File: src/rtl/flc_pkg.sv
package flc_pkg;

  // bit 3 set marks a flush transient state
  typedef enum logic [3:0] {
    ST_I    = 4'd0,
    ST_S    = 4'd1,
    ST_O    = 4'd2,
    ST_M    = 4'd3,
    ST_MM   = 4'd4,
    ST_IMF  = 4'd8,
    ST_SMF  = 4'd9,
    ST_OMF  = 4'd10,
    ST_ISMF = 4'd11,
    ST_MMF  = 4'd12,
    ST_MMWF = 4'd13,
    ST_MIF  = 4'd14
  } line_st_e;

  typedef enum logic [1:0] {LOP_LOAD = 2'd0, LOP_STORE = 2'd1, LOP_FLUSH = 2'd2} loc_op_e;

  typedef enum logic [2:0] {
    FW_GETX  = 3'd0,
    FW_GETS  = 3'd1,
    FW_MERGE = 3'd2,
    FW_INV   = 3'd3,
    FW_BLOCK = 3'd4,
    FW_WBACK = 3'd5
  } fwd_e;

  typedef enum logic [1:0] {RI_ACK = 2'd0, RI_DSH = 2'd1, RI_DEX = 2'd2} rsp_in_e;
  typedef enum logic [1:0] {PR_ACK = 2'd0, PR_DSH = 2'd1, PR_DEX = 2'd2} peer_rsp_e;
  typedef enum logic {DR_GETF = 1'b0, DR_PUTF = 1'b1} dir_req_e;
  typedef enum logic [1:0] {CO_HOLD, CO_LOAD, CO_INC, CO_DEC} cnt_op_e;
  typedef enum logic [2:0] {BO_HOLD, BO_CLEAR, BO_LOAD, BO_FILL, BO_MERGE} buf_op_e;

endpackage

File: src/rtl/flc_pend_ctr.sv
module flc_pend_ctr
  import flc_pkg::*;
#(
  parameter int NUM_CACHES = 4,
  localparam int CW = $clog2(NUM_CACHES + 2)
) (
  input  logic          clk,
  input  logic          rst,
  input  cnt_op_e       op,
  input  logic [CW-1:0] load_val,
  output logic [CW-1:0] cnt,
  output logic          zero
);

  always_ff @(posedge clk) begin
    if (rst) cnt <= '0;
    else begin
      case (op)
        CO_LOAD: cnt <= load_val;
        CO_INC:  cnt <= cnt + 1'b1;
        CO_DEC:  cnt <= cnt - 1'b1;
        default: cnt <= cnt;
      endcase
    end
  end

  assign zero = (cnt == '0);

  // a response is never counted past zero
  a_r4_no_underflow: assert property (@(posedge clk) disable iff (rst)
    (op == CO_DEC) |-> (cnt != '0));

  // raising the count never wraps it
  a_r9_no_overflow: assert property (@(posedge clk) disable iff (rst)
    (op == CO_INC) |-> (cnt != '1));

endmodule

File: src/rtl/flc_line_buf.sv
module flc_line_buf
  import flc_pkg::*;
#(
  parameter int DATA_W = 32
) (
  input  logic              clk,
  input  logic              rst,
  input  buf_op_e           op,
  input  logic              set_sharer,
  input  logic [DATA_W-1:0] line_data,
  input  logic              line_dirty,
  input  logic [DATA_W-1:0] rsp_data,
  input  logic              rsp_dirty,
  output logic [DATA_W-1:0] data,
  output logic              dirty,
  output logic              sharer
);

  always_ff @(posedge clk) begin
    if (rst) begin
      data   <= '0;
      dirty  <= 1'b0;
      sharer <= 1'b0;
    end else begin
      case (op)
        BO_CLEAR: begin data <= '0; dirty <= 1'b0; end
        BO_LOAD:  begin data <= line_data; dirty <= line_dirty; end
        BO_FILL:  begin data <= rsp_data; dirty <= rsp_dirty; end
        BO_MERGE: begin data <= rsp_data; dirty <= dirty | rsp_dirty; end
        default:  begin data <= data; dirty <= dirty; end
      endcase
      if (op == BO_CLEAR || op == BO_LOAD) sharer <= 1'b0;
      else if (set_sharer)                 sharer <= 1'b1;
    end
  end

  // a fresh allocation starts with no sharer recorded
  a_r6_alloc_clears_sharer: assert property (@(posedge clk) disable iff (rst)
    (op == BO_CLEAR || op == BO_LOAD) |=> !sharer);

  // a merge never clears an already dirty buffer
  a_r5_merge_keeps_dirty: assert property (@(posedge clk) disable iff (rst)
    (op == BO_MERGE && dirty) |=> dirty);

endmodule

File: src/rtl/flc_replay.sv
module flc_replay (
  input  logic clk,
  input  logic rst,
  input  logic stall_hit,
  input  logic stable,
  output logic replay
);

  logic pending;

  always_ff @(posedge clk) begin
    if (rst) begin
      pending <= 1'b0;
      replay  <= 1'b0;
    end else if (pending && stable) begin
      pending <= 1'b0;
      replay  <= 1'b1;
    end else begin
      replay <= 1'b0;
      if (stall_hit) pending <= 1'b1;
    end
  end

  // a replay is only released after the line was stable
  a_r10_replay_when_stable: assert property (@(posedge clk) disable iff (rst)
    replay |-> $past(stable));

  // a replay is a single-cycle pulse
  a_r10_replay_pulse: assert property (@(posedge clk) disable iff (rst)
    replay |=> !replay);

endmodule

File: src/rtl/flush_line_ctrl.sv
module flush_line_ctrl
  import flc_pkg::*;
#(
  parameter int NUM_CACHES = 4,
  parameter int DATA_W     = 32,
  localparam int CW = $clog2(NUM_CACHES + 2)
) (
  input  logic              clk,
  input  logic              rst,
  input  logic              loc_valid,
  input  logic [1:0]        loc_op,
  input  logic [DATA_W-1:0] line_data,
  input  logic              line_dirty,
  input  logic              fill_valid,
  input  logic [2:0]        fill_state,
  input  logic              fwd_valid,
  input  logic [2:0]        fwd_kind,
  input  logic              rsp_valid,
  input  logic [1:0]        rsp_kind,
  input  logic [DATA_W-1:0] rsp_data,
  input  logic              rsp_dirty,
  input  logic              rsp_shared,
  output logic              dir_req_valid,
  output logic              dir_req_kind,
  output logic              peer_rsp_valid,
  output logic [1:0]        peer_rsp_kind,
  output logic [DATA_W-1:0] peer_rsp_data,
  output logic              peer_rsp_dirty,
  output logic              mem_wb_valid,
  output logic [DATA_W-1:0] mem_wb_data,
  output logic              mem_wb_dirty,
  output logic              line_drop,
  output logic              loc_busy,
  output logic              loc_replay,
  output logic [3:0]        line_state
);

  localparam logic [CW-1:0] CNT_FULL  = CW'(NUM_CACHES);
  localparam logic [CW-1:0] CNT_OWNER = CW'(NUM_CACHES - 1);

  line_st_e          st, nxt;
  cnt_op_e           cop;
  logic [CW-1:0]     cval;
  logic [CW-1:0]     pend_cnt;
  logic              pend_zero;
  buf_op_e           bop;
  logic [DATA_W-1:0] buf_data;
  logic              buf_dirty, buf_sharer;
  logic              stable, set_sh;
  logic              req_v, wb_v, drop, pr_v;
  dir_req_e          req_k;
  peer_rsp_e         pr_k;
  loc_op_e           lop;
  fwd_e              fk;
  rsp_in_e           rk;

  assign lop    = loc_op_e'(loc_op);
  assign fk     = fwd_e'(fwd_kind);
  assign rk     = rsp_in_e'(rsp_kind);
  assign stable = !st[3];
  assign set_sh = !stable && rsp_valid && (rk == RI_ACK) && rsp_shared;

  flc_pend_ctr #(.NUM_CACHES(NUM_CACHES)) u_ctr (
    .clk(clk), .rst(rst), .op(cop), .load_val(cval),
    .cnt(pend_cnt), .zero(pend_zero)
  );

  flc_line_buf #(.DATA_W(DATA_W)) u_buf (
    .clk(clk), .rst(rst), .op(bop), .set_sharer(set_sh),
    .line_data(line_data), .line_dirty(line_dirty),
    .rsp_data(rsp_data), .rsp_dirty(rsp_dirty),
    .data(buf_data), .dirty(buf_dirty), .sharer(buf_sharer)
  );

  flc_replay u_rpl (
    .clk(clk), .rst(rst), .stall_hit(loc_valid && !stable),
    .stable(stable), .replay(loc_replay)
  );

  always_comb begin
    nxt   = st;
    cop   = CO_HOLD;
    cval  = CNT_FULL;
    bop   = BO_HOLD;
    req_v = 1'b0;
    req_k = DR_GETF;
    pr_v  = 1'b0;
    pr_k  = PR_ACK;
    wb_v  = 1'b0;
    drop  = 1'b0;
    if (stable) begin
      if (loc_valid && lop == LOP_FLUSH) begin
        req_v = 1'b1;
        cop   = CO_LOAD;
        case (st)
          ST_I:    begin nxt = ST_IMF; bop = BO_CLEAR; end
          ST_S:    begin nxt = ST_SMF; bop = BO_LOAD; drop = 1'b1; end
          ST_O:    begin nxt = ST_OMF; bop = BO_LOAD; drop = 1'b1; cval = CNT_OWNER; end
          default: begin nxt = ST_MMF; bop = BO_LOAD; drop = 1'b1; cval = CNT_OWNER; end
        endcase
      end else if (fill_valid && fill_state <= 3'd4) begin
        nxt = line_st_e'({1'b0, fill_state});
      end
    end else if (fwd_valid) begin
      case (st)
        ST_IMF: begin
          if (fk == FW_GETX || fk == FW_GETS || fk == FW_INV) pr_v = 1'b1;
        end
        ST_SMF: begin
          if (fk == FW_GETX || fk == FW_INV) begin pr_v = 1'b1; nxt = ST_IMF; end
          else if (fk == FW_GETS) pr_v = 1'b1;
        end
        ST_OMF: begin
          if (fk == FW_GETX || fk == FW_INV) begin
            pr_v = 1'b1; pr_k = PR_DEX; cop = CO_INC; nxt = ST_IMF;
          end else if (fk == FW_GETS || fk == FW_MERGE) begin
            pr_v = 1'b1; pr_k = PR_DSH;
          end
        end
        ST_MMF: begin
          if (fk == FW_GETX || fk == FW_INV || fk == FW_GETS) begin
            pr_v = 1'b1; pr_k = PR_DEX; cop = CO_INC; nxt = ST_IMF;
          end else if (fk == FW_MERGE) begin
            pr_v = 1'b1; pr_k = PR_DSH; nxt = ST_OMF;
          end else if (fk == FW_BLOCK) begin
            req_v = 1'b1; req_k = DR_PUTF; nxt = ST_MIF;
          end
        end
        ST_MIF: begin
          if (fk == FW_WBACK) begin wb_v = 1'b1; bop = BO_CLEAR; nxt = ST_I; end
        end
        default: ;
      endcase
    end else if (rsp_valid) begin
      if (st != ST_MIF && rk == RI_ACK) cop = CO_DEC;
      else if (rk == RI_DSH || rk == RI_DEX) begin
        if (st == ST_IMF) begin
          cop = CO_DEC; bop = BO_FILL;
          nxt = (rk == RI_DSH) ? ST_ISMF : ST_MMWF;
        end else if (st == ST_SMF) begin
          cop = CO_DEC; bop = BO_MERGE; nxt = ST_ISMF;
        end
      end
    end else if (pend_zero) begin
      case (st)
        ST_OMF, ST_MMF: begin req_v = 1'b1; req_k = DR_PUTF; nxt = ST_MIF; end
        ST_ISMF, ST_MMWF: begin
          if (!buf_sharer) begin req_v = 1'b1; req_k = DR_PUTF; nxt = ST_MIF; end
        end
        default: ;
      endcase
    end
  end

  always_ff @(posedge clk) begin
    if (rst) begin
      st             <= ST_I;
      dir_req_valid  <= 1'b0;
      dir_req_kind   <= 1'b0;
      peer_rsp_valid <= 1'b0;
      peer_rsp_kind  <= 2'd0;
      peer_rsp_data  <= '0;
      peer_rsp_dirty <= 1'b0;
      mem_wb_valid   <= 1'b0;
      mem_wb_data    <= '0;
      mem_wb_dirty   <= 1'b0;
      line_drop      <= 1'b0;
    end else begin
      st             <= nxt;
      dir_req_valid  <= req_v;
      dir_req_kind   <= req_k;
      peer_rsp_valid <= pr_v;
      peer_rsp_kind  <= pr_k;
      peer_rsp_data  <= buf_data;
      peer_rsp_dirty <= buf_dirty;
      mem_wb_valid   <= wb_v;
      mem_wb_data    <= buf_data;
      mem_wb_dirty   <= buf_dirty;
      line_drop      <= drop;
    end
  end

  assign loc_busy   = st[3];
  assign line_state = st;

  // GETF leaves one of the two legal initial counts
  a_r4_getf_count: assert property (@(posedge clk) disable iff (rst)
    (dir_req_valid && dir_req_kind == DR_GETF) |->
      (pend_cnt == CNT_FULL || pend_cnt == CNT_OWNER));

  // a PUTF always coincides with the write-back-wait state
  a_r6_putf_state: assert property (@(posedge clk) disable iff (rst)
    (dir_req_valid && dir_req_kind == DR_PUTF) |-> (st == ST_MIF));

  // memory write-back only on leaving write-back-wait for Invalid
  a_r8_wb_to_invalid: assert property (@(posedge clk) disable iff (rst)
    mem_wb_valid |-> (st == ST_I && $past(st) == ST_MIF));

  // the array copy is only dropped from a valid stable state
  a_r3_drop_source: assert property (@(posedge clk) disable iff (rst)
    line_drop |-> ($past(st) inside {ST_S, ST_O, ST_M, ST_MM}));

  // handing exclusive data to a peer raises the count by one
  a_r9_dex_count: assert property (@(posedge clk) disable iff (rst)
    (peer_rsp_valid && peer_rsp_kind == PR_DEX) |->
      (pend_cnt == CW'($past(pend_cnt) + 1'b1)));

endmodule

File: config.mk
export PLATFORM = sky130hd
export DESIGN_NAME = flush_line_ctrl
export DESIGN_NICKNAME = d
export VERILOG_FILES = /design/src/rtl/flc_pkg.sv /design/src/rtl/flc_pend_ctr.sv /design/src/rtl/flc_line_buf.sv /design/src/rtl/flc_replay.sv /design/src/rtl/flush_line_ctrl.sv
export SDC_FILE = /design/constraint.sdc
export NUM_CORES = 1
export LEC_CHECK = 0
export BUFFER_PORTS_ARGS = -buffer_cell sky130_fd_sc_hd__buf_4
export CELL_PAD_IN_SITES_DETAIL_PLACEMENT = 0
export CELL_PAD_IN_SITES_GLOBAL_PLACEMENT = 1
export CORE_ASPECT_RATIO = 2
export CORE_UTILIZATION = 40
export CTS_BUF_LIST = sky130_fd_sc_hd__clkbuf_8 sky130_fd_sc_hd__clkbuf_16
export CTS_CLUSTER_DIAMETER = 80
export DETAILED_ROUTE_END_ITERATION = 10
export PLACE_DENSITY_LB_ADDON = 0.1
export SLEW_MARGIN = 25
export SYNTH_ARGS = -nofsm -noshare
export SYNTH_HDL_FRONTEND = slang
export SYNTH_HIERARCHICAL = 1
export SYNTH_SLANG_ARGS = --single-unit
File: constraint.sdc
create_clock -name clk -period 5.45 [get_ports clk]
set_clock_uncertainty 0.2 [all_clocks]
set_input_delay 1.09 -clock clk [delete_from_list [all_inputs] [get_ports clk]]
set_output_delay 1.09 -clock clk [all_outputs]
set_load 0.01 [all_outputs]
# After elaboration in Yosys (flattened, before gate mapping)
# Cells that the tools add are included.
# op_classes
addsub	2
n_lt_le_gt_ge	1
n_eq_ne	35
n_mux	75
bitwise	5
reduce_logical	36
# op_table
cell	n
$pmux 32 s3	1
$mux 3	22
$eq 4x4->1 const B	7
$mux 2	13
$mux 1	25
$mux 4	5
$pmux 3 s3	2
$reduce_or 2->1	8
$ne 5x3->1 const B	3
$eq 3x2->1 const B	4
$ne 4x3->1 const B	3
$ne 4x4->1 const B	3
$pmux 4 s3	1
$reduce_and 11->1	1
$eq 3x3->1 const B	3
$reduce_bool 3->1	3
$eq 2x2->1 const B	4
$logic_and 1x1->1	8
$pmux 1 s4	2
$pmux 2 s2	2
$logic_or 1x1->1	7
$eq 3x1->1 const B	2
$logic_not 3->1	2
$ne 6x6->1 const B	1
17 further kinds	22
# totals
ff_bits	83
input_bits	83
out_inout_bits	79
wordCells	170

# Logic depth before layout (Yosys ltp)
# Gate-level depths: netlist (run 1).
# depth
word_depth	11
ltp_mapped	12
mapped_depth_nobuf	11

# By module
# The synthesis (run 1) kept the hierarchy.
# modules_own_cells
mod	n_inst	cells_each	area_per_inst_um2	seq_area_each_um2
flc_line_buf	1	313	2511.2	680.7
flush_line_ctrl	1	226	2064.5	880.8
flc_pend_ctr	1	25	214.0	60.1
flc_replay	1	6	58.8	40.0

# Worst setup path before layout (run 1)
# Ideal clock, no wire load.
# synth_path
path_type	input to register
startpoint	input port rsp_kind[1]
endpoint	register u_buf.data[10]
setup_time_ns	0.132
arrival_time_ns	3.041
required_time_ns	5.118
path_slack_ns	2.076
cell_stages	9
path_buffers	2
cell_sequence	inv_1 > ha_1 > nand2_1 > o41ai_1 > buf_4 > nor2_4 > buf_2 > a31oi_1 > a31oi_1
# synth_between
elab_chain_cells	10
elab_cells_between_ends	17
classes_between	6 x eq/ne; 6 x mux; 5 x reduce/logical
# synth_rtl
element	line_no	source
start, declared	flush_line_ctrl.sv:19	input logic [1:0] rsp_kind,
$eq 2x1->1 / $eq 2x2->1 (equally long branches)	flush_line_ctrl.sv:136	else if (rk == RI_DSH || rk == RI_DEX) begin
$logic_or 1x1->1	flush_line_ctrl.sv:136	
$mux 3	flush_line_ctrl.sv:136	
$mux 3 *	flush_line_ctrl.sv:135	if (st != ST_MIF && rk == RI_ACK) cop = CO_DEC;
$mux 3 *	flush_line_ctrl.sv:134	end else if (rsp_valid) begin
$mux 3 *	flush_line_ctrl.sv:104	end else if (fwd_valid) begin
$mux 3 *	flush_line_ctrl.sv:91	if (stable) begin
via bop[1]	flush_line_ctrl.sv:46	buf_op_e bop;
$eq 3x2->1 / $eq 3x3->1 (equally long branches)	flc_line_buf.sv:25	case (op)
$reduce_or 2->1 (no source line)	-	
$pmux 32 s3 / $reduce_bool 3->1 (equally long branches)	-	
end signal, assigned	flc_line_buf.sv:27	BO_LOAD: begin data <= line_data; dirty <= line_dirty; end
end signal, assigned	flc_line_buf.sv:28	BO_FILL: begin data <= rsp_data; dirty <= rsp_dirty; end
end signal, assigned	flc_line_buf.sv:29	BO_MERGE: begin data <= rsp_data; dirty <= dirty | rsp_dirty; end
end, declared	flc_line_buf.sv:14	output logic [DATA_W-1:0] data,
# Mark *: on every way through the listed nets, which the timed path passes. The rest lies on a longest branch.
# A chain may end at the register's enable or synchronous reset.

# Worst setup path after layout (run 1)
# layout_path
startpoint	input port rsp_kind[1]
endpoint	register u_buf.data[2]
# The elaborated chain is that of the path after synthesis.

==> results of run 1 <==
[cell type report]
type | instances | area share
tap | 145 | 0.02991
clock buffer | 9 | 0.03713
multi-input combinational | 390 | 0.4352
sequential | 83 | 0.2739
clock inverter | 7 | 0.01341
timing repair buffer | 165 | 0.2054
inverter | 8 | 0.004950
[power by group]
part	total, mW	switching, mW	internal, mW	leakage (nW)
clock	0.626	0.265	0.362	0.147
sequential	0.641	0.0195	0.621	0.671
combinational	0.198	0.102	0.0964	1.74
[stage by stage]
step           cells  worst slack (ns)  power [mW]  hold slack (ns)
2_1_floorplan    570             2.076      0.7628           0.2239
3_3_place_gp     790             1.583      0.8489           0.2310
3_5_place_dp     791             1.429      0.8533           0.2351
4_1_cts          807             1.805       1.484           0.2463
5_1_grt          807             1.555       1.520           0.2716
6_report         807             1.760       1.465           0.2452
[worst paths after layout]
| path | start | end | slack, ns |
|---|---|---|---|
| worst max register to register | line_state[3] | u_buf/data[2] | 1.91 |
| worst min register to register | u_rpl/pending | u_rpl/replay | 0.25 |
| worst max-delay path | rsp_kind[1] | u_buf/data[2] | 1.76 |
| worst min-delay path | u_rpl/pending | u_rpl/replay | 0.25 |
[routing by layer]
layer	routed length, um	share of wire
met1	5256	0.39
met2	7205	0.53
met3	707	0.052
met4	407	0.030
met5	0	0
[cells by family after synthesis]
family          count (synthesis)
fa+ha+maj                       3
buf+inv                        97
simple gates                  210
xor+xnor                        4
flops                          83
mux                             4
compound gates                169
[worst max-delay path, cell delays in order]
cell and delay (ns):
buf_4 0.08, inv_1 0.05, ha_1 0.33, nand2_1 0.10, nor3_1 0.27, nor2_1 0.12
o21ai_4 0.40, buf_4 0.56, nor2_4 0.30, a31oi_1 0.25, a31oi_1 0.11
[registers in the layout, indices dropped and copies added, names as in the netlist]
name / flops
line_drop: 1
u_buf/sharer: 1
mem_wb_valid: 1
peer_rsp_valid: 1
u_ctr/cnt: 3
peer_rsp_kind: 2
mem_wb_dirty: 1
line_state: 4
mem_wb_data: 32
dir_req_kind: 1
u_buf/dirty: 1
u_rpl/pending: 1
dir_req_valid: 1
u_rpl/replay: 1
u_buf/data: 32
[synth_stat cells (15+ instances only)]
master / count
nor2b_1: 36
dfxtp_1: 83
o21ai_1: 35
and3b_1: 32
nor4bb_1: 31
buf_2: 15
a31oi_1: 69
and2_1: 35
buf_4: 43
nor2_1: 19
clkbuf_1: 23
o21ai_0: 40
==> summary.txt, run 1 <==
Finish
  • Final Util: 0.5153
  • Design area: 6066 um2
  • Most common library cell in the layout ignoring fill and taps: buf_4
  • Fillers: 1,160
  • Most frequent cells in the layout: 163 x buf_4, 83 x dfxtp_1, 69 x a31oi_1
  • Nets: 743
  • Share of layout cells above drive strength 1: 0.2961
  • # diodes: 0
  • Area of the multi-input gates: 2640 um2
  • Register area: 1662 um2
  • Area growth syn-to-layout: 25.11%

Yosys
  • Yosys cell types: 56
  • Synth Area in Compound Gates: 0.2070
  • Cell area after synthesis: 4848 um2
  • Register bit total from synthesis: 83
  • Syn Nets: 656
  • Leading area contributor after synthesis: dfxtp_1
  • Largest family of logic cells by synthesized area: simple AND/OR/NAND/NOR gates
  • Post-Synth XOR/XNOR Area: 0.008774
  • Share of the synthesized area in the top cell type: 0.3427
  • Post-Synthesis Cells: 570
  • Syn Area/Cell: 8.506 um2
  • Synth Warn #: 6
  • Seq/Total Area, Yosys: 0.3427
  • Post-synth EDFFs: 0
  • Post-synthesis simple-gate area fraction: 0.3058
  • Post-synth top flop: dfxtp_1
  • Top cells by area, synth: dfxtp_1 34%, a31oi_1 8.9%, buf_4 6.7%, nor4bb_1 6.4%, and3b_1 5.8%
  • Post-Synth Adder-Cell Area: 0.007742
  • Async set-reset flop share out of synthesis: 0
  • Post-synthesis mux area share: 0.008774

Timing
  • F_max: 271.0 MHz
  • Max-slew violations: 0
  • Worst Tran Pin Value: 0.8859 ns
  • RSZ-0062 raised after global routing: no
  • Post-route minimum period: 3.690 ns
  • Setup TNS: 0 ns
  • Fraction of the cycle the final worst path needs: 0.6770
  • # setup viols final: 0
  • Final Hold Vio Count: 0
  • Relative slew slack: 0.4094

Clock network
  • Skew-Pair Late Insertion Delay: 0.34 ns
  • H-tree levels: 3
  • Clk slew on worst S/H paths: 0.06 ns
  • CTS resizes: 0
  • Sink Count: 83
  • TritonCTS buffer count: 9
  • Setup Fix Bufs, Post-CTS: 0
  • CTS tree: built
  • Hold_buf cts: 0
  • Clock Tree Root: clkbuf_16
  • Clock Path Buffers: 2

Setup path
  • FF-to-FF path depth: 8
  • Critical Path Start Type: input pin
  • WP data required: 5.43 ns
  • Worst Path Max Fanout: 55
  • Crit Path Category: in -> reg
  • Data arrival, critical path: 3.67 ns
  • Worst setup EP type: flop

Min path
  • Worst Hold Class: reg -> reg
  • Hold Path Stages: 2

GRT
  • Largest net degree at the start of global routing: 134
  • Initial antenna violation count: 0
  • Global-route wire length before repair: 20.80 mm
  • GR Util met1: 0.2377
  • Total gr overflow: 0
  • Overall Global Routing Usage: 0.2128
  • Met3 global-route usage: 0.03228
  • Global-route layer with the greatest usage: met2
  • M2 GR Usage: 0.3744
  • Vias in the first global route: 4,267

Drt
  • Drt total wl: 13.58 mm
  • WL/cell: 16.82 um
  • Vias: 4,553
  • Drt pass-1 iters: 5
  • Initial drt markers: 177
  • Post-DRT Antenna Nets: 0
  • Drc violations: 0
  • Drt via density: 5.642

Die
  • Starting Density: 0.4119
  • Ports: 162
  • Core footprint: 11,770 um2
  • Die Y: 157.7 um
  • FP Rows: 56
  • Die area: 12,590 um2
  • Horiz. Die Dim: 79.85 um

Power
  • Power density cells: 241.6 nW/um2
  • Max VDD drop: 0.1433 mV
  • Leakage: 2.561 nW

Flow run
  • Max-Cap Viols: 0

Placed design
  • Placed wire-length estimate: 9.292 mm
  • Routability Congestion: 0.8981
  • Placed inst area: 5756 um2
  • Port bufs: 161

Outcome
  • Run status: finished, final reports clean
Power figures use the tool's default switching activity.
==> run 2: changes to the inputs <==
--- a/config.mk
+++ b/config.mk
@@ -5,11 +5,12 @@
 export SDC_FILE = /design/constraint.sdc
 export NUM_CORES = 1
 export LEC_CHECK = 0
+export ABC_AREA = 1
 export BUFFER_PORTS_ARGS = -buffer_cell sky130_fd_sc_hd__buf_4
 export CELL_PAD_IN_SITES_DETAIL_PLACEMENT = 0
 export CELL_PAD_IN_SITES_GLOBAL_PLACEMENT = 1
 export CORE_ASPECT_RATIO = 2
-export CORE_UTILIZATION = 40
+export CORE_UTILIZATION = 33
 export CTS_BUF_LIST = sky130_fd_sc_hd__clkbuf_8 sky130_fd_sc_hd__clkbuf_16
 export CTS_CLUSTER_DIAMETER = 80
 export DETAILED_ROUTE_END_ITERATION = 10
==> constraint.sdc (replaced) <==
create_clock -name clk -period 3.8 [get_ports clk]
set_clock_uncertainty 0.2 [all_clocks]
set_input_delay 0.76 -clock clk [delete_from_list [all_inputs] [get_ports clk]]
set_output_delay 0.76 -clock clk [all_outputs]
set_load 0.01 [all_outputs]
==> run 2 against run 1 <==
Against the previous run: global-route usage shrank 3.2 points; sequential share of layout area grew 3.2 points; sequential power grew 43%; combinational power grew 34%; via count shrank 14%; register-to-register slack lost 1.1 ns.
==> summary.txt, run 2 <==
Yosys
  • Yosys cell types: 34 (-39%)
  • Seq/Total Area, Yosys: 0.4095 (+0.06679)
  • Top cells by area, synth: dfxtp_1 41%, inv_1 9.6%, nor2_1 8.9%, a21oi_1 8.6%, buf_4 7.0%
  • Top-count cell post-synth: inv_1
  • Leading area contributor after synthesis: dfxtp_1
  • Share of the synthesized area in the top cell type: 0.4095 (+0.06679)
  • Synth Warn #: 6 (unchanged)
  • Syn Area/Cell: 6.924 um2 (-19%)
  • Register bit total from synthesis: 83 (unchanged)
  • Cell area after synthesis: 4058 um2 (-16%)
  • Most frequent cells after synthesis: 104 x inv_1, 96 x nor2_1, 83 x dfxtp_1, 70 x a21oi_1, 69 x nand2_1
  • Post-synth EDFFs: 0 (unchanged)
  • Async set-reset flop share out of synthesis: 0 (unchanged)
  • Syn Nets: 672 (+2.4%)
  • Post-Synthesis Cells: 586 (+2.8%)
  • Post-synth top flop: dfxtp_1

Drt
  • Vias: 3,898 (-14%)
  • Drt total wl: 11.15 mm (-18%)
  • Drc violations: 0 (unchanged)
  • WL/cell: 12.94 um (-23%)
  • Post-DRT Antenna Nets: 0 (unchanged)
  • Drt pass-1 iters: 4 (-1)
  • Drt via density: 4.527 (-20%)
  • Initial drt markers: 112 (-37%)

Min path
  • Worst Hold Class: reg -> reg
  • Hold Path Stages: 2 (unchanged)

Timing
  • Worst Tran Pin Value: 0.5980 ns (-0.2878 ns)
  • RSZ-0062 raised after global routing: no
  • Relative slew slack: 0.5976 (+0.1882)
  • WHS: 0.2191 ns (-0.02617 ns)
  • Final Hold Vio Count: 0 (unchanged)
  • # setup viols final: 0 (unchanged)
  • Fraction of the cycle the final worst path needs: 0.7737
  • Setup TNS: 0 ns (unchanged)
  • F_max: 340.1 MHz
  • Max-slew violations: 0 (unchanged)
  • Post-route minimum period: 2.940 ns

Finish
  • Area growth syn-to-layout: 33.89%
  • Most frequent cells in the layout: 170 x buf_4, 105 x inv_1, 96 x nor2_1
  • Register area: 1662 um2 (unchanged)
  • Most common library cell in the layout ignoring fill and taps: buf_4
  • Design area: 5433 um2 (-10%)
  • Non-filler instance count after layout: 861 (+6.7%)
  • Share of layout cells above drive strength 1: 0.2941 (-0.001955)
  • Area of the multi-input gates: 1595 um2 (-40%)
  • Fillers: 1,280 (+10%)
  • Nets: 795 (+7.0%)
  • # diodes: 0 (unchanged)

Clock network
  • CTS resizes: 0 (unchanged)
  • Clock Path Buffers: 2 (unchanged)
  • Sink Count: 83 (unchanged)
  • CTS tree: built
  • Clock Tree Root: clkbuf_16
  • H-tree levels: 3 (unchanged)
  • Setup Fix Bufs, Post-CTS: 0 (unchanged)
  • Hold_buf cts: 0 (unchanged)
  • Clk slew on worst S/H paths: 0.06 ns (about the same)
  • TritonCTS buffer count: 9 (unchanged)
  • Skew-Pair Late Insertion Delay: 0.33 ns (about the same)

GRT
  • Largest net degree at the start of global routing: 52 (-61%)
  • Overall Global Routing Usage: 0.1808 (-0.03197)
  • Initial antenna violation count: 0 (unchanged)
  • Total gr overflow: 0 (unchanged)
  • Global-route wire length before repair: 17.47 mm (-16%)
  • Vias in the first global route: 3,671 (-14%)

Setup path
  • Data arrival, critical path: 2.94 ns (-0.73 ns)
  • Critical Path Start Type: flop
  • Worst Path Max Fanout: 33 (-40%)
  • FF-to-FF path depth: 10 (+2)
  • Worst setup EP type: flop
  • WP data required: 3.80 ns (-1.63 ns)
  • Crit Path Category: reg -> reg

Die
  • Starting Density: 0.3367 (-0.07523)
  • Core footprint: 12,050 um2 (+2.4%)
  • FP Rows: 57 (+1.8%)
  • Horiz. Die Dim: 80.41 um (+0.70%)
  • Die area: 12,770 um2 (+1.4%)
  • Ports: 162 (unchanged)
  • Die Y: 158.8 um (+0.71%)

Placed design
  • Dpl cells: 845 (+6.8%)
  • Routability Congestion: 0.8777 (-2.3%)
  • Placed inst area: 5130 um2 (-11%)
  • Port bufs: 161 (unchanged)
  • Placed wire-length estimate: 8.464 mm (-8.9%)

Power
  • Max VDD drop: 0.2417 mV (+69%)
  • Power density cells: 380.2 nW/um2 (+57%)
  • Total Power: 2.065 mW (+41%)
  • Leakage: 2.688 nW (+4.9%)

Flow run
  • Max-Cap Viols: 0 (unchanged)

Outcome
  • Run status: finished, final reports clean
-- run 2: per-layer routing --
| metal | vias to the layer above | track usage | share of wire |
|---|---|---|---|
| met1 | 1743 | 0.1770 | 0.36 |
| met3 | 20 | 0.03506 | 0.044 |
| li1 | 2031 | - | - |
| met2 | 104 | 0.3417 | 0.57 |
| met4 | 0 | 0.09010 | 0.034 |
| met5 | - | 0 | 0 |
-- run 2: per-stage QoR --
step,utilization,setup slack (ns)
floorplan,-,1.119
global placement,0.4256,0.6966
detailed placement,0.4256,0.5680
CTS,0.4507,0.8497
global route,0.4507,0.5529
finish,0.4507,0.8599
-- run 2: worst paths after layout --
check	from	to	slack, ns
max	line_state[3]	u_buf/data[29]	0.86
max reg2reg	line_state[3]	u_buf/data[29]	0.86
min reg2reg	u_buf/data[2]	mem_wb_data[2]	0.22
min	u_buf/data[2]	mem_wb_data[2]	0.22
-- run 2: worst max-delay path, cell delays in order, from the launching register on --
cell and delay [ns]:
dfxtp_1 0.48, inv_2 0.13, nor3_2 0.28, inv_1 0.10
nor4_1 0.52, inv_1 0.24, nand3_1 0.14, buf_4 0.35
nor2_1 0.07, a21oi_1 0.18, a21oi_1 0.10
-- run 2: power breakdown --
part / switching, mW / internal [mW] / leakage [nW]
registers: 0.0224 / 0.896 / 0.672
clock network: 0.367 / 0.515 / 0.145
logic: 0.142 / 0.124 / 1.87
-- run 2: area by class of cell --
class                      instances  share of cell area
sequential                        83              0.3058
multi-input combinational        335              0.2936
clock buffer                       9             0.04146
tap                              147             0.03386
timing repair buffer             170              0.2349
clock inverter                     7             0.01428
inverter                         110             0.07600
-- run 2: cell families (layout without fill, tap and decap cells) --
logic type,Yosys count,after routing,share of synthesized area
flip-flops,83,83,0.4095
adder cells (fa/ha/maj),3,3,0.009252
AND/OR/NAND/NOR,246,246,0.2692
XOR/XNOR,1,1,0.002159
AO/OA/AOI/OAI,85,85,0.1126
buffers and inverters,168,296,0.1973
==> run 3: changes to the inputs <==
--- a/config.mk
+++ b/config.mk
@@ -10,7 +10,7 @@
 export CELL_PAD_IN_SITES_DETAIL_PLACEMENT = 0
 export CELL_PAD_IN_SITES_GLOBAL_PLACEMENT = 1
 export CORE_ASPECT_RATIO = 2
-export CORE_UTILIZATION = 33
+export CORE_UTILIZATION = 30
 export CTS_BUF_LIST = sky130_fd_sc_hd__clkbuf_8 sky130_fd_sc_hd__clkbuf_16
 export CTS_CLUSTER_DIAMETER = 80
 export DETAILED_ROUTE_END_ITERATION = 10
==> constraint.sdc (replaced) <==
create_clock -name clk -period 2.5 [get_ports clk]
set_clock_uncertainty 0.2 [all_clocks]
set_input_delay 0.5 -clock clk [delete_from_list [all_inputs] [get_ports clk]]
set_output_delay 0.5 -clock clk [all_outputs]
set_load 0.01 [all_outputs]
==> run 3 against run 2 <==
Against the previous run: the run now ends with DRC left; sequential power up 51%; clock-buffer cell count up 2; critical path depth up 2; cell count up 5.3%; largest power group is now the clock network; critical path type unchanged; die area up 9.8%; final area up 8.6%; sequential share of layout area down 2.4 points; global-route usage down 0.35 points; via count up 5.4%; fmax up 26%.
==> summary.txt, run 3 (same netlist as run 2, synthesis figures left out) <==
Outcome
  • Run status: complete, but fails checks
  • Failing checks: DRC

Timing
  • F_max: 430.0 MHz (+26%)
  • Max-slew violations: 0 (unchanged)
  • Worst Tran Pin Value: 0.3909 ns (-0.2071 ns)
  • # setup viols final: 0 (unchanged)
  • Final Hold Vio Count: 0 (unchanged)
  • Post-route minimum period: 2.326 ns (-0.6145 ns)
  • WHS: 0.2201 ns (+0.001034 ns)
  • Relative slew slack: 0.7382 (+0.1406)
  • Fraction of the cycle the final worst path needs: 0.9303 (+0.1565)
  • Setup TNS: 0 ns (unchanged)

Drt
  • Vias: 4,108 (+5.4%)
  • Initial drt markers: 114 (+1.8%)
  • WL/cell: 14.22 um (+9.9%)
  • Post-DRT Antenna Nets: 0 (unchanged)
  • Drt pass-1 iters: 7 (+3)
  • Drt via density: 4.529 (about the same)
  • Drt total wl: 12.90 mm (+16%)
  • Drc violations: 12 (+12)

Die
  • Starting Density: 0.3105 (-0.02611)
  • Die area: 14,020 um2 (+9.8%)
  • Core footprint: 13,070 um2 (+8.4%)
  • Die Y: 166.5 um (+4.8%)
  • Ports: 162 (unchanged)
  • FP Rows: 59 (+3.5%)
  • Horiz. Die Dim: 84.24 um (+4.8%)

Power
  • Leakage: 2.944 nW (+9.5%)
  • Power density cells: 565.3 nW/um2 (+49%)
  • Max VDD drop: 0.3196 mV (+32%)

Clock network
  • Skew-Pair Late Insertion Delay: 0.33 ns (about the same)
  • CTS tree: built
  • Clk slew on worst S/H paths: 0.06 ns (about the same)
  • Sink Count: 83 (unchanged)
  • Clock Tree Root: clkbuf_16
  • TritonCTS buffer count: 9 (unchanged)
  • Setup Fix Bufs, Post-CTS: 0 (unchanged)
  • H-tree levels: 3 (unchanged)
  • Clock Path Buffers: 2 (unchanged)

GRT
  • Total gr overflow: 0 (unchanged)
  • Initial antenna violation count: 0 (unchanged)
  • Vias in the first global route: 4,014 (+9.3%)
  • Global-route wire length before repair: 19.34 mm (+11%)
  • Largest net degree at the start of global routing: 34 (-35%)
  • Overall Global Routing Usage: 0.1773 (-0.003467)

Finish
  • Most common library cell in the layout ignoring fill and taps: buf_4
  • Register area: 1665 um2 (+0.23%)
  • # diodes: 0 (unchanged)
  • Area of the multi-input gates: 1633 um2 (+2.4%)
  • Nets: 836 (+5.2%)
  • Non-filler instance count after layout: 907 (+5.3%)
  • Fillers: 1,400 (+9.4%)
  • Share of layout cells above drive strength 1: 0.3457 (+0.05158)
  • Most frequent cells in the layout: 205 x buf_4, 105 x inv_1, 93 x nor2_1
  • Area growth syn-to-layout: 45.39%

Setup path
  • WP data required: 2.56 ns (-1.24 ns)
  • Worst Path Max Fanout: 16 (-52%)
  • Worst setup EP type: flop
  • Critical Path Start Type: flop
  • Data arrival, critical path: 2.39 ns (-0.55 ns)
  • Crit Path Category: reg -> reg

Placed design
  • Dpl cells: 889 (+5.2%)
  • Port bufs: 161 (unchanged)
  • Routability Congestion: 0.9159 (+4.4%)
  • Placed wire-length estimate: 9.583 mm (+13%)

Flow run
  • Max-Cap Viols: 0 (unchanged)

Min path
  • Worst Hold Class: reg -> reg
run 3: cell types whose count changed in the layout (fill, tap and decap cells not counted), moves of 3 or more:
cell | previous run | this run
dfxtp_2 | 0 | 3
nor2_1 | 96 | 93
buf_4 | 170 | 205
dfxtp_1 | 83 | 80
buf_12 | 0 | 4
run 3: routing by layer:
layer  part of all wire  global-route usage
met5                  0                   0
met3              0.038             0.02626
met1               0.35              0.1677
met4              0.034             0.08546
met2               0.58              0.3582
run 3: cell type report:
| type | instances | area share |
|---|---|---|
| clock buffers | 11 | 0.04284 |
| clock inverters | 5 | 0.01294 |
| inverters | 110 | 0.06999 |
| multi-input cells | 335 | 0.2768 |
| flip-flops and latches | 83 | 0.2823 |
| well taps | 152 | 0.03224 |
| repair buffers | 211 | 0.2829 |
run 3: where the power goes:
group / internal (mW) / switching, mW
Sequential: 1.36 / 0.0263
Combinational: 0.238 / 0.249
Clock: 0.924 / 0.535
run 3: metrics by stage:
step | setup WS [ns] | total power [mW] | instance area [um2] | util
2_1_floorplan | 0.07901 | 1.639 | 4058 | -
3_3_place_gp | -0.1369 | 1.888 | 5479 | 0.4193
3_5_place_dp | -0.08229 | 1.890 | 5479 | 0.4193
4_1_cts | 0.04600 | 3.373 | 5808 | 0.4445
5_1_grt | -0.007282 | 3.475 | 5899 | 0.4515
6_report | 0.1744 | 3.335 | 5899 | 0.4515
run 3: final timing paths:
kind / startpoint / endpoint / slack [ns] / cells after the start
min reg2reg: u_buf/data[21] / mem_wb_data[21] / 0.22 / 2
max reg2reg: line_state[2] / u_buf/data[19] / 0.17 / 12
max: line_state[2] / u_buf/data[19] / 0.17 / 12
min: u_buf/data[21] / mem_wb_data[21] / 0.22 / 2
run 3: timing repair:
action | CTS | global route
hold buffers | 0 | 0
setup endpoints to repair | 0 | 35
gates resized for setup | 0 | 13
run 3: critical path: stages (launching register included):
cell and delay [ns]:
dfxtp_1 0.31, buf_4 0.16, inv_1 0.12, nand2_1 0.09
nor2_1 0.17, nand3_1 0.14, o211ai_1 0.23, buf_4 0.19
nand3_1 0.08, nand2_2 0.15, clkbuf_16 0.20, a21oi_1 0.08
a21oi_1 0.12
